File: config.mk
export PLATFORM = sky130hd
export DESIGN_NAME = set_part_alloc
export DESIGN_NICKNAME = d
export VERILOG_FILES = /design/src/rtl/part_pkg.sv /design/src/rtl/part_evt_cnt.sv /design/src/rtl/part_gain_calc.sv /design/src/rtl/part_pair_pick.sv /design/src/rtl/set_part_alloc.sv
export SDC_FILE = /design/constraint.sdc
export NUM_CORES = 1
export LEC_CHECK = 0
export BUFFER_PORTS_ARGS = -buffer_cell sky130_fd_sc_hd__buf_4
export CORE_MARGIN = 2
export CORE_UTILIZATION = 60
export CTS_CLUSTER_DIAMETER = 40
export DETAILED_ROUTE_END_ITERATION = 16
export MAX_ROUTING_LAYER = met4
export PLACE_DENSITY = 0.81
export SLEW_MARGIN = 20
export SYNTH_ARGS = -nofsm -noshare
export SYNTH_HDL_FRONTEND = slang
export SYNTH_SLANG_ARGS = --single-unit
File: constraint.sdc
create_clock -name clk_i -period 16.4 [get_ports clk_i]
set_input_delay 0.82 -clock clk_i [delete_from_list [all_inputs] [get_ports clk_i]]
set_output_delay 0.82 -clock clk_i [all_outputs]
set_load 0.02 [all_outputs]
File: src/rtl/part_pkg.sv
package part_pkg;
  typedef enum logic {
    ST_IDLE = 1'b0,
    ST_SCAN = 1'b1
  } part_st_e;
endpackage

File: src/rtl/part_evt_cnt.sv
module part_evt_cnt #(
  parameter int CNT_W = 8
) (
  input  logic             clk_i,
  input  logic             rst_ni,
  input  logic             en_i,
  input  logic             clr_i,
  input  logic             evt_i,
  output logic [CNT_W-1:0] cnt_o
);
  localparam logic [CNT_W-1:0] CNT_MAX = {CNT_W{1'b1}};

  logic [CNT_W-1:0] cnt_q;

  always_ff @(posedge clk_i or negedge rst_ni) begin
    if (!rst_ni)                          cnt_q <= '0;
    else if (clr_i)                       cnt_q <= '0;
    else if (en_i && evt_i && cnt_q != CNT_MAX) cnt_q <= cnt_q + 1'b1;
  end

  assign cnt_o = cnt_q;


  sat_hold_chk: assert property (@(posedge clk_i) disable iff (!rst_ni)
    (en_i && evt_i && !clr_i && cnt_q == CNT_MAX) |=> cnt_q == CNT_MAX);

  frozen_chk: assert property (@(posedge clk_i) disable iff (!rst_ni)
    (!en_i && !clr_i) |=> $stable(cnt_q));

  clear_chk: assert property (@(posedge clk_i) disable iff (!rst_ni)
    clr_i |=> cnt_q == '0);
endmodule

File: src/rtl/part_gain_calc.sv
module part_gain_calc #(
  parameter int CNT_W  = 8,
  parameter int ASSOC  = 32,
  parameter int WAY_W  = 6,
  parameter int GAIN_W = 14
) (
  input  logic [CNT_W-1:0]  far_i,
  input  logic [WAY_W-1:0]  ways_i,
  output logic [GAIN_W-1:0] gain_o
);
  localparam int SHIFT = $clog2(ASSOC);

  logic [WAY_W-1:0]  free_w;
  logic [GAIN_W-1:0] prod;

  // gain = far * (assoc - ways) / assoc, assoc a power of two
  always_comb begin
    free_w = WAY_W'(ASSOC) - ways_i;
    prod   = GAIN_W'(far_i) * GAIN_W'(free_w);
    gain_o = prod >> SHIFT;
  end
endmodule

File: src/rtl/part_pair_pick.sv
module part_pair_pick #(
  parameter int NUM_CORES = 4,
  parameter int CNT_W     = 8,
  parameter int WAY_W     = 6,
  parameter int GAIN_W    = 14,
  parameter int IDX_W     = 2
) (
  input  logic [NUM_CORES-1:0][GAIN_W-1:0] gain_i,
  input  logic [NUM_CORES-1:0][CNT_W-1:0]  loss_i,
  input  logic [NUM_CORES-1:0][WAY_W-1:0]  ways_i,
  input  logic [NUM_CORES-1:0]             used_i,
  output logic [IDX_W-1:0]                 rx_o,
  output logic [IDX_W-1:0]                 dn_o,
  output logic                             ok_o
);
  logic              rx_found, dn_found;
  logic [GAIN_W-1:0] best_g;
  logic [CNT_W-1:0]  best_l;

  always_comb begin
    rx_found = 1'b0;
    rx_o     = '0;
    best_g   = '0;
    for (int i = 0; i < NUM_CORES; i++) begin
      if (!used_i[i] && (!rx_found || gain_i[i] > best_g)) begin
        rx_found = 1'b1;
        rx_o     = IDX_W'(i);
        best_g   = gain_i[i];
      end
    end
    dn_found = 1'b0;
    dn_o     = '0;
    best_l   = '0;
    for (int j = 0; j < NUM_CORES; j++) begin
      if (!used_i[j] && IDX_W'(j) != rx_o && ways_i[j] > WAY_W'(1) &&
          (!dn_found || loss_i[j] < best_l)) begin
        dn_found = 1'b1;
        dn_o     = IDX_W'(j);
        best_l   = loss_i[j];
      end
    end
    ok_o = rx_found && dn_found && (best_g > GAIN_W'(best_l));
  end
endmodule

File: src/rtl/set_part_alloc.sv
module set_part_alloc #(
  parameter int NUM_CORES = 4,
  parameter int ASSOC     = 32,
  parameter int CNT_W     = 8,
  localparam int WAY_W    = $clog2(ASSOC + 1)
) (
  input  logic                       clk_i,
  input  logic                       rst_ni,
  input  logic [NUM_CORES-1:0]       lru_hit_i,
  input  logic [NUM_CORES-1:0]       far_miss_i,
  input  logic                       repart_req_i,
  output logic                       busy_o,
  output logic                       done_o,
  output logic [NUM_CORES*WAY_W-1:0] way_limit_o
);
  import part_pkg::*;

  localparam int GAIN_W  = CNT_W + WAY_W;
  localparam int IDX_W   = (NUM_CORES > 1) ? $clog2(NUM_CORES) : 1;
  localparam int BASE    = ASSOC / NUM_CORES;
  localparam int REM     = ASSOC % NUM_CORES;
  localparam int SCAN_W  = $clog2(NUM_CORES) + 2;
  localparam int MAX_MOV = NUM_CORES / 2;

  part_st_e                          state_q;
  logic [NUM_CORES-1:0][WAY_W-1:0]   ways_q, snap_ways_q;
  logic [NUM_CORES-1:0][GAIN_W-1:0]  gain_now, snap_gain_q;
  logic [NUM_CORES-1:0][CNT_W-1:0]   lru_cnt, far_cnt, snap_loss_q;
  logic [NUM_CORES-1:0]              used_q;
  logic                              done_q;
  logic [IDX_W-1:0]                  rx_idx, dn_idx;
  logic                              step_ok;
  logic                              cnt_en, cnt_clr;

  assign cnt_en  = (state_q == ST_IDLE) && !repart_req_i;
  assign cnt_clr = (state_q == ST_SCAN) && !step_ok;

  for (genvar g = 0; g < NUM_CORES; g++) begin : g_core
    part_evt_cnt #(.CNT_W(CNT_W)) u_lru_cnt (
      .clk_i(clk_i), .rst_ni(rst_ni), .en_i(cnt_en), .clr_i(cnt_clr),
      .evt_i(lru_hit_i[g]), .cnt_o(lru_cnt[g])
    );
    part_evt_cnt #(.CNT_W(CNT_W)) u_far_cnt (
      .clk_i(clk_i), .rst_ni(rst_ni), .en_i(cnt_en), .clr_i(cnt_clr),
      .evt_i(far_miss_i[g]), .cnt_o(far_cnt[g])
    );
    part_gain_calc #(.CNT_W(CNT_W), .ASSOC(ASSOC), .WAY_W(WAY_W), .GAIN_W(GAIN_W)) u_gain (
      .far_i(far_cnt[g]), .ways_i(ways_q[g]), .gain_o(gain_now[g])
    );
    assign way_limit_o[g*WAY_W +: WAY_W] = ways_q[g];
  end

  part_pair_pick #(
    .NUM_CORES(NUM_CORES), .CNT_W(CNT_W), .WAY_W(WAY_W), .GAIN_W(GAIN_W), .IDX_W(IDX_W)
  ) u_pick (
    .gain_i(snap_gain_q), .loss_i(snap_loss_q), .ways_i(ways_q), .used_i(used_q),
    .rx_o(rx_idx), .dn_o(dn_idx), .ok_o(step_ok)
  );

  always_ff @(posedge clk_i or negedge rst_ni) begin
    if (!rst_ni) begin
      state_q     <= ST_IDLE;
      used_q      <= '0;
      done_q      <= 1'b0;
      snap_gain_q <= '0;
      snap_loss_q <= '0;
      for (int i = 0; i < NUM_CORES; i++) begin
        ways_q[i]      <= (i == 0) ? WAY_W'(BASE + REM) : WAY_W'(BASE);
        snap_ways_q[i] <= (i == 0) ? WAY_W'(BASE + REM) : WAY_W'(BASE);
      end
    end else begin
      done_q <= 1'b0;
      case (state_q)
        ST_IDLE: if (repart_req_i) begin
          state_q     <= ST_SCAN;
          used_q      <= '0;
          snap_gain_q <= gain_now;
          snap_loss_q <= lru_cnt;
          snap_ways_q <= ways_q;
        end
        default: if (step_ok) begin
          ways_q[rx_idx] <= ways_q[rx_idx] + 1'b1;
          ways_q[dn_idx] <= ways_q[dn_idx] - 1'b1;
          used_q[rx_idx] <= 1'b1;
          used_q[dn_idx] <= 1'b1;
        end else begin
          state_q <= ST_IDLE;
          done_q  <= 1'b1;
        end
      endcase
    end
  end

  assign busy_o = (state_q == ST_SCAN);
  assign done_o = done_q;

  // assertion support
  logic [SCAN_W-1:0] scan_cnt_q;
  int unsigned       ways_sum;

  always_ff @(posedge clk_i or negedge rst_ni) begin
    if (!rst_ni)                 scan_cnt_q <= '0;
    else if (state_q == ST_SCAN) scan_cnt_q <= scan_cnt_q + 1'b1;
    else                         scan_cnt_q <= '0;
  end

  always_comb begin
    ways_sum = 0;
    for (int i = 0; i < NUM_CORES; i++) ways_sum += int'(ways_q[i]);
  end


  sum_assoc_chk: assert property (@(posedge clk_i) disable iff (!rst_ni)
    ways_sum == ASSOC);

  done_pulse_chk: assert property (@(posedge clk_i) disable iff (!rst_ni)
    done_o |=> !done_o);

  scan_bound_chk: assert property (@(posedge clk_i) disable iff (!rst_ni)
    int'(scan_cnt_q) <= MAX_MOV + 1);

  no_restart_chk: assert property (@(posedge clk_i) disable iff (!rst_ni)
    (busy_o && repart_req_i) |=> $stable(snap_loss_q));

  for (genvar k = 0; k < NUM_CORES; k++) begin : g_way_chk

    min_way_chk: assert property (@(posedge clk_i) disable iff (!rst_ni)
      ways_q[k] != '0);

    step_bound_chk: assert property (@(posedge clk_i) disable iff (!rst_ni)
      ((WAY_W+1)'(ways_q[k]) <= (WAY_W+1)'(snap_ways_q[k]) + (WAY_W+1)'(1)) &&
      ((WAY_W+1)'(ways_q[k]) + (WAY_W+1)'(1) >= (WAY_W+1)'(snap_ways_q[k])));
  end
endmodule

==> reports/qor.csv, run 1 <==
stage;metric;value;unit
routing;vias per cell;6.01;
setup_path;Crit-path slowest cell;o211a_2;
setup_path;Worst R2R Start;used_q[0];
logic_synthesis;Yosys top cell area share;26.5;%
die;starting density of the core;61.2;%
min_path;HP Class;in2async;
routing;via count;12100;
timing;count of final setup violators;0;
setup_path;crit path from;used_q[0];
logic_synthesis;Yosys warning count;0;
logic_synthesis;largest area contributor in the netlist;dfrtp_1;
logic_synthesis;Post-Syn Area;14900;sq um
logic_synthesis;Synth Net Count;1935;
logic_synthesis;Synth Flop Type;dfrtp_1;
cts;total CTS buffers;17;
global_route;initial antenna violation count;0;
timing;period utilization;90.5;%
place;port bufs;36;
cts;worst skew pair latency;0.46;ns
global_route;first-pass GRT wire length;61600;um
cts;Hold Buf Count CTS;0;
timing;Max-slew headroom;40.0;%
die;I/O Pins;37;
setup_path;crit-path max FO;49;
setup_path;critical path type;reg2reg;
die;Core Footprint;24400;sq um
setup_path;Register-to-Register Setup Slack;1.56;ns
logic_synthesis;most frequent cell after synthesis;nand2_1;
routing;Routed WL;37000;um
setup_path;WP buf/inv;2;
cts;setup bufs post-CTS;0;
timing;Setup TNS;0;ns
setup_path;Worst path max stage delay;0.57;ns
cells_and_area;filler cell count;1998;
timing;Pins Over Slew Limit;0;
timing;fmax;0.0674;GHz
timing;RSZ-0062 raised after global routing;false;
global_route;GRT Overall Usage;30.4;%
die;Std-Cell Rows;57;
cells_and_area;Layout area overhead;7.55;%
die;Die Y;162;um
setup_path;critical path startpoint category;flip-flop;
logic_synthesis;Post-synth EDFFs;0;
routing;first drt pass iteration count;5;
power_and_ir_drop;Power Density;117;nW/um^2
die;Die X;162;um
timing;Tightest Pin Transition;0.900;ns
power_and_ir_drop;maximum VDD drop;0.112;mV
cells_and_area;antenna diode count;0;
logic_synthesis;asr flop ratio synth;100;%
die;Die Footprint;26200;sq um
logic_synthesis;Synth Register Bits;162;
cts;Max Root-Sink Buffers;2;
cts;CTS H-tree lvls;4;
cts;Clock Sinks;162;
power_and_ir_drop;total power;1.88;mW
cells_and_area;layout cell share with drive strength beyond 1;8.56;%
setup_path;Req. time, crit path;16.72;ns
cells_and_area;number of nets in the layout;1926;
logic_synthesis;synth cell count leaders;245 x nand2_1, 158 x dfrtp_1, 150 x ha_1;
logic_synthesis;sequential share of the synthesized area;27.2;%
cts;CTS root buf;clkbuf_16;
setup_path;Worst EP arrival;15.15;ns
logic_synthesis;Distinct cells, synth;83;
global_route;gr ovfl total;0;
routing;Residual DRC;0;
timing;final setup skew;0.0203;ns
status;status;finished clean;
global_route;largest net degree at the start of global routing;109;
power_and_ir_drop;leakage power;7.88;nW
setup_path;critical path's top delay family;compound AO/OA/AOI/OAI gates;
place;RePlAce Congestion;1.04;
global_route;vias in the first global route;12200;
place;DPL Wire Length;27400;um
setup_path;reg2reg end;g_core[0].u_far_cnt.cnt_o[7];
cts;Clock transition at path regs;0.08;ns
timing;Min Clock Period, post-route;14.84;ns
routing;DR iter-0 viols;1054;
routing;Post-DRT Antenna Nets;0;
logic_synthesis;synth top area cells;dfrtp_1 26%, fa_1 13%, ha_1 13%;
timing;Final Hold Viols;0;
run;Max-cap violations;0;
routing;drt wl/cell;18.4;um
cts;TritonCTS clock tree;built;
logic_synthesis;Cells after Synth;1678;
setup_path;reg2reg path depth;58;
logic_synthesis;Avg Cell Area, Syn;8.90;sq um
setup_path;CP Capture Type;flip-flop;
report_power, final:
part	switching (mW)	total (mW)	internal, mW
clock network	0.218	0.432	0.214
registers	0.0400	0.466	0.426
logic	0.647	0.983	0.336
total	0.905	1.88	0.975
kinds of logic (layout without fill, tap and decap cells):
group	count (synthesis)	count (layout)	synth area share, %
AO/OA/AOI/OAI	290	290	12.8
adder cells (fa/ha/maj)	246	246	25.4
flip-flops	162	162	27.2
AND/OR/NAND/NOR	614	614	19.1
XOR/XNOR	117	117	6.91
multiplexers	44	44	3.23
buffers and inverters	205	209	5.33
how the worst max path moves through the flow:
stage	end	slack, ns	cells past startpoint
6_report	g_core[0].u_far_cnt.cnt_o[7]	1.56	58
5_1_grt	g_core[0].u_far_cnt.cnt_o[4]	0.19	58
4_1_cts	g_core[0].u_far_cnt.cnt_o[7]	1.05	57
3_5_place_dp	g_core[1].u_lru_cnt.cnt_o[3]	1.23	57
3_3_place_gp	g_core[1].u_far_cnt.cnt_o[3]	1.64	58
2_1_floorplan	g_core[0].u_far_cnt.cnt_o[0]	2.72	72
final cells by class:
| class | count | area [sq um] | share of cell area, % |
|---|---|---|---|
| multi-input cells | 1311 | 10100 | 63.0 |
| inverters | 136 | 510 | 3.18 |
| flip-flops and latches | 162 | 4060 | 25.3 |
| repair buffers | 41 | 332 | 2.06 |
| clock inverters | 15 | 216 | 1.35 |
| well taps | 324 | 405 | 2.52 |
| clock buffers | 17 | 425 | 2.65 |
worst reg2reg max path: cells and delay by family (launching register included):
kind | cells | cell delay, ns
adders and majority gates | 7 | 2.16
buffers and inverters | 2 | 0.74
AOI/OAI and AO/OA | 22 | 6.47
and+or+nand+nor | 27 | 4.86
DFF | 1 | 0.48
per-layer routing:
metal  global-route usage [%]  routed length (um)  vias to the layer above
li1                         -                   -                     5641
met1                     40.2               16100                     5906
met2                     48.0               17300                      427
met3                     4.65                2570                       88
met4                     10.9                 958                        0
met5                        -                   0                        -
registers in the layout, summed over array words and instances, names as in the netlist:
register	count
busy_o	1
done_o	1
g_core.u_far_cnt.cnt_o	32
g_core.u_lru_cnt.cnt_o	32
snap_gain_q	36
snap_loss_q	32
used_q	4
way_limit_o	24
placed cells by master (no fill, tap or decap), types with 34 or more instances in the layout:
cell	n
inv_1	135
dfrtp_1	158
o21ai_0	86
nand2_1	245
mux2_2	34
xnor2_1	69
xor2_1	47
nor2_1	143
and2_1	85
a21oi_1	74
nand3_1	42
fa_1	96
buf_4	39
ha_1	150
stage by stage:
step | cells | area [sq um] | util, % | setup WS (ns) | hold slack [ns]
3_5_place_dp | 1973 | 15400 | 63.0 | 1.23 | 0.465
5_1_grt | 2006 | 16100 | 65.8 | 0.189 | 0.523
2_1_floorplan | 1678 | 14900 | - | 2.72 | 0.442
3_3_place_gp | 1973 | 15400 | 63.0 | 1.64 | 0.459
4_1_cts | 2005 | 16000 | 65.7 | 1.05 | 0.482
6_report | 2006 | 16100 | 65.8 | 1.56 | 0.405
timing repair:
item,4_1_cts,5_1_grt
hold endpoints to repair,0,0
resized for setup,0,3
endpoints found under the setup margin,0,74
Power figures use the tool's default switching activity.
==> run 2: changes to the inputs <==
--- a/config.mk
+++ b/config.mk
@@ -7,11 +7,11 @@
 export LEC_CHECK = 0
 export BUFFER_PORTS_ARGS = -buffer_cell sky130_fd_sc_hd__buf_4
 export CORE_MARGIN = 2
-export CORE_UTILIZATION = 60
+export CORE_UTILIZATION = 65
 export CTS_CLUSTER_DIAMETER = 40
 export DETAILED_ROUTE_END_ITERATION = 16
 export MAX_ROUTING_LAYER = met4
-export PLACE_DENSITY = 0.81
+export PLACE_DENSITY = 0.86
 export SLEW_MARGIN = 20
 export SYNTH_ARGS = -nofsm -noshare
 export SYNTH_HDL_FRONTEND = slang
==> run 2 against run 1 <==
Critical path depth up 1. Maximum frequency shrank 3.0%. Worst hold slack lost 0.0023 ns. Via count increased by 0.94%. First-iteration DRC count grew 17%. Largest cell class unchanged. Largest power group unchanged.
==> reports/qor.csv, run 2 (synthesis gave the netlist of run 1 again) <==
stage;metric;value;unit;change
power_and_ir_drop;maximum VDD drop;0.131;mV;+17%
routing;Residual DRC;0;;unchanged
timing;period utilization;93.3;%;+2.8 points
routing;DR iter-0 viols;1234;;+17%
timing;Min Clock Period, post-route;15.30;ns;+0.460 ns
cts;TritonCTS clock tree;built;;
min_path;HP Class;in2async;;
setup_path;critical path type;reg2reg;;
global_route;first-pass GRT wire length;61000;um;-0.91%
die;Die X;156;um;-3.8%
cells_and_area;Layout area overhead;6.87;%;
timing;Setup TNS;0;ns;unchanged
global_route;largest net degree at the start of global routing;109;;unchanged
setup_path;Worst path max stage delay;0.71;ns;+0.14 ns
timing;final setup skew;0.0163;ns;-0.00401 ns
routing;drt wl/cell;18.5;um;+0.20%
timing;Max-slew headroom;44.7;%;+4.7 points
routing;met1 wire length;15300;um;-4.7%
cts;Clock transition at path regs;0.07;ns;about the same
global_route;gr ovfl total;0;;unchanged
routing;vias per cell;6.18;;+2.8%
cells_and_area;antenna diode count;0;;unchanged
routing;via count;12200;;+0.94%
cts;Clock Sinks;162;;unchanged
routing;met3 routed WL;2610;um;+1.5%
place;port bufs;36;;unchanged
global_route;vias in the first global route;12400;;+2.0%
cells_and_area;number of nets in the layout;1929;;+0.16%
die;I/O Pins;37;;unchanged
die;Die Footprint;24200;sq um;-7.5%
place;DPL Wire Length;27600;um;+0.71%
timing;Tightest Pin Transition;0.829;ns;-0.0710 ns
timing;Final Hold Viols;0;;unchanged
cells_and_area;Non-Filler Instances;1970;;-1.8%
routing;met2 wire len;17200;um;-0.63%
setup_path;critical path startpoint category;flip-flop;;
die;starting density of the core;66.2;%;+4.9 points
die;Std-Cell Rows;55;;-3.5%
status;status;finished clean;;
cts;CTS H-tree lvls;4;;unchanged
cells_and_area;layout cell share with drive strength beyond 1;8.61;%;+0.044 points
cells_and_area;max FFs per register;36;;unchanged
cells_and_area;commonest non-fill, non-tap cells in the layout;245 x nand2_1, 158 x dfrtp_1, 150 x ha_1;;
timing;RSZ-0062 raised after global routing;false;;
cts;worst skew pair latency;0.44;ns;-0.02 ns
setup_path;CP dominant cell by count;ha_1;;
timing;fmax;0.0654;GHz;-3.0%
place;# placed instances;1937;;-1.8%
timing;count of final setup violators;0;;unchanged
global_route;GRT Overall Usage;32.6;%;+2.2 points
setup_path;critical path's top delay family;compound AO/OA/AOI/OAI gates;;
cells_and_area;leading cell type in the layout, fill and taps excluded;nand2_1;;
routing;Routed WL;36400;um;-1.6%
die;Die Y;156;um;-3.8%
cts;CTS root buf;clkbuf_16;;
setup_path;Crit-path slowest cell;o211a_1;;
timing;Pins Over Slew Limit;0;;unchanged
cts;Max Root-Sink Buffers;2;;unchanged
place;RePlAce Congestion;1.05;;+1.2%
routing;first drt pass iteration count;6;;+1
power_and_ir_drop;leakage power;7.87;nW;-0.14%
setup_path;Worst EP arrival;15.60;ns;+0.45 ns
cells_and_area;register name with the most flops;snap_gain_q;;
global_route;initial antenna violation count;0;;unchanged
setup_path;WP buf/inv;3;;+1
cts;total CTS buffers;17;;unchanged
run;Max-cap violations;0;;unchanged
routing;Post-DRT Antenna Nets;0;;unchanged
setup_path;Req. time, crit path;16.71;ns;about the same
setup_path;CP Capture Type;flip-flop;;
power_and_ir_drop;Power Density;116;nW/um^2;-1.3%
die;Core Footprint;22600;sq um;-7.5%
setup_path;crit-path max FO;36;;-27%
routing;top routing layer used;met4;;
-- run 2: cell count changes in the layout (fill, tap and decap cells not counted), sizes merged --
cell | previous run | this run
clkinvlp | 0 | 3
buf | 41 | 44
clkinv | 6 | 5
clkbuf | 17 | 18
bufinv | 0 | 1
inv | 145 | 141
-- run 2: what timing repair did --
item	in CTS	in global routing
resized for setup	0	1
setup buffers	0	0
hold buffers	0	0
setup endpoints to repair	0	35
-- run 2: final timing paths --
kind / startpoint / end / slack, ns / cells past startpoint
worst max-delay path: used_q[0] / g_core[0].u_far_cnt.cnt_o[6] / 1.10 / 59
worst min-delay path: rst_ni / g_core[3].u_far_cnt.cnt_o[5] / 0.40 / 1
worst max register to register: used_q[0] / g_core[0].u_far_cnt.cnt_o[6] / 1.10 / 59
worst min register to register: snap_gain_q[3] / snap_gain_q[3] / 0.49 / 2
max in group asynchronous: rst_ni / snap_gain_q[45] / 14.78 / 2
min in group clk_i: snap_gain_q[3] / snap_gain_q[3] / 0.49 / 2
-- run 2: layout make-up --
class | count | area (sq um)
repair buffers | 44 | 358
multi-input cells | 1311 | 10100
well taps | 285 | 357
clock inverters | 14 | 149
flip-flops and latches | 162 | 4060
clock buffers | 18 | 429
inverters | 136 | 510
fillers | 1677 | 6610
-- run 2: through the flow --
stage               utilization, %  setup WS (ns)  power (mW)  instance area, sq um  hold slack (ns)
CTS                           70.6           1.27        1.82                 15900            0.436
floorplan                        -           2.72        1.18                 14900            0.442
global route                  70.7         0.0795        1.96                 16000            0.469
global placement              68.0           2.03        1.39                 15300            0.468
detailed placement            68.0           1.32        1.41                 15300            0.481
finish                        70.7           1.10        1.84                 16000            0.403
-- run 2: report_power, final --
part / switching, mW / internal (mW) / total [mW]
registers: 0.0405 / 0.426 / 0.466
logic: 0.635 / 0.342 / 0.977
clock network: 0.186 / 0.214 / 0.400
-- run 2: worst register-to-register path: cells and delay by family (launching register included) --
| kind | cells | cell delay (ns) |
|---|---|---|
| flip-flops | 1 | 0.50 |
| AND/OR/NAND/NOR | 23 | 4.36 |
| AO/OA/AOI/OAI | 26 | 7.32 |
| buffers and inverters | 3 | 0.92 |
| adder cells (fa/ha/maj) | 7 | 2.06 |
-- run 2: layer usage --
metal,up-vias,global-route usage (%)
met3,96,3.89
met2,473,52.3
met5,-,-
met1,5970,43.3
met4,0,11.8
li1,5636,-
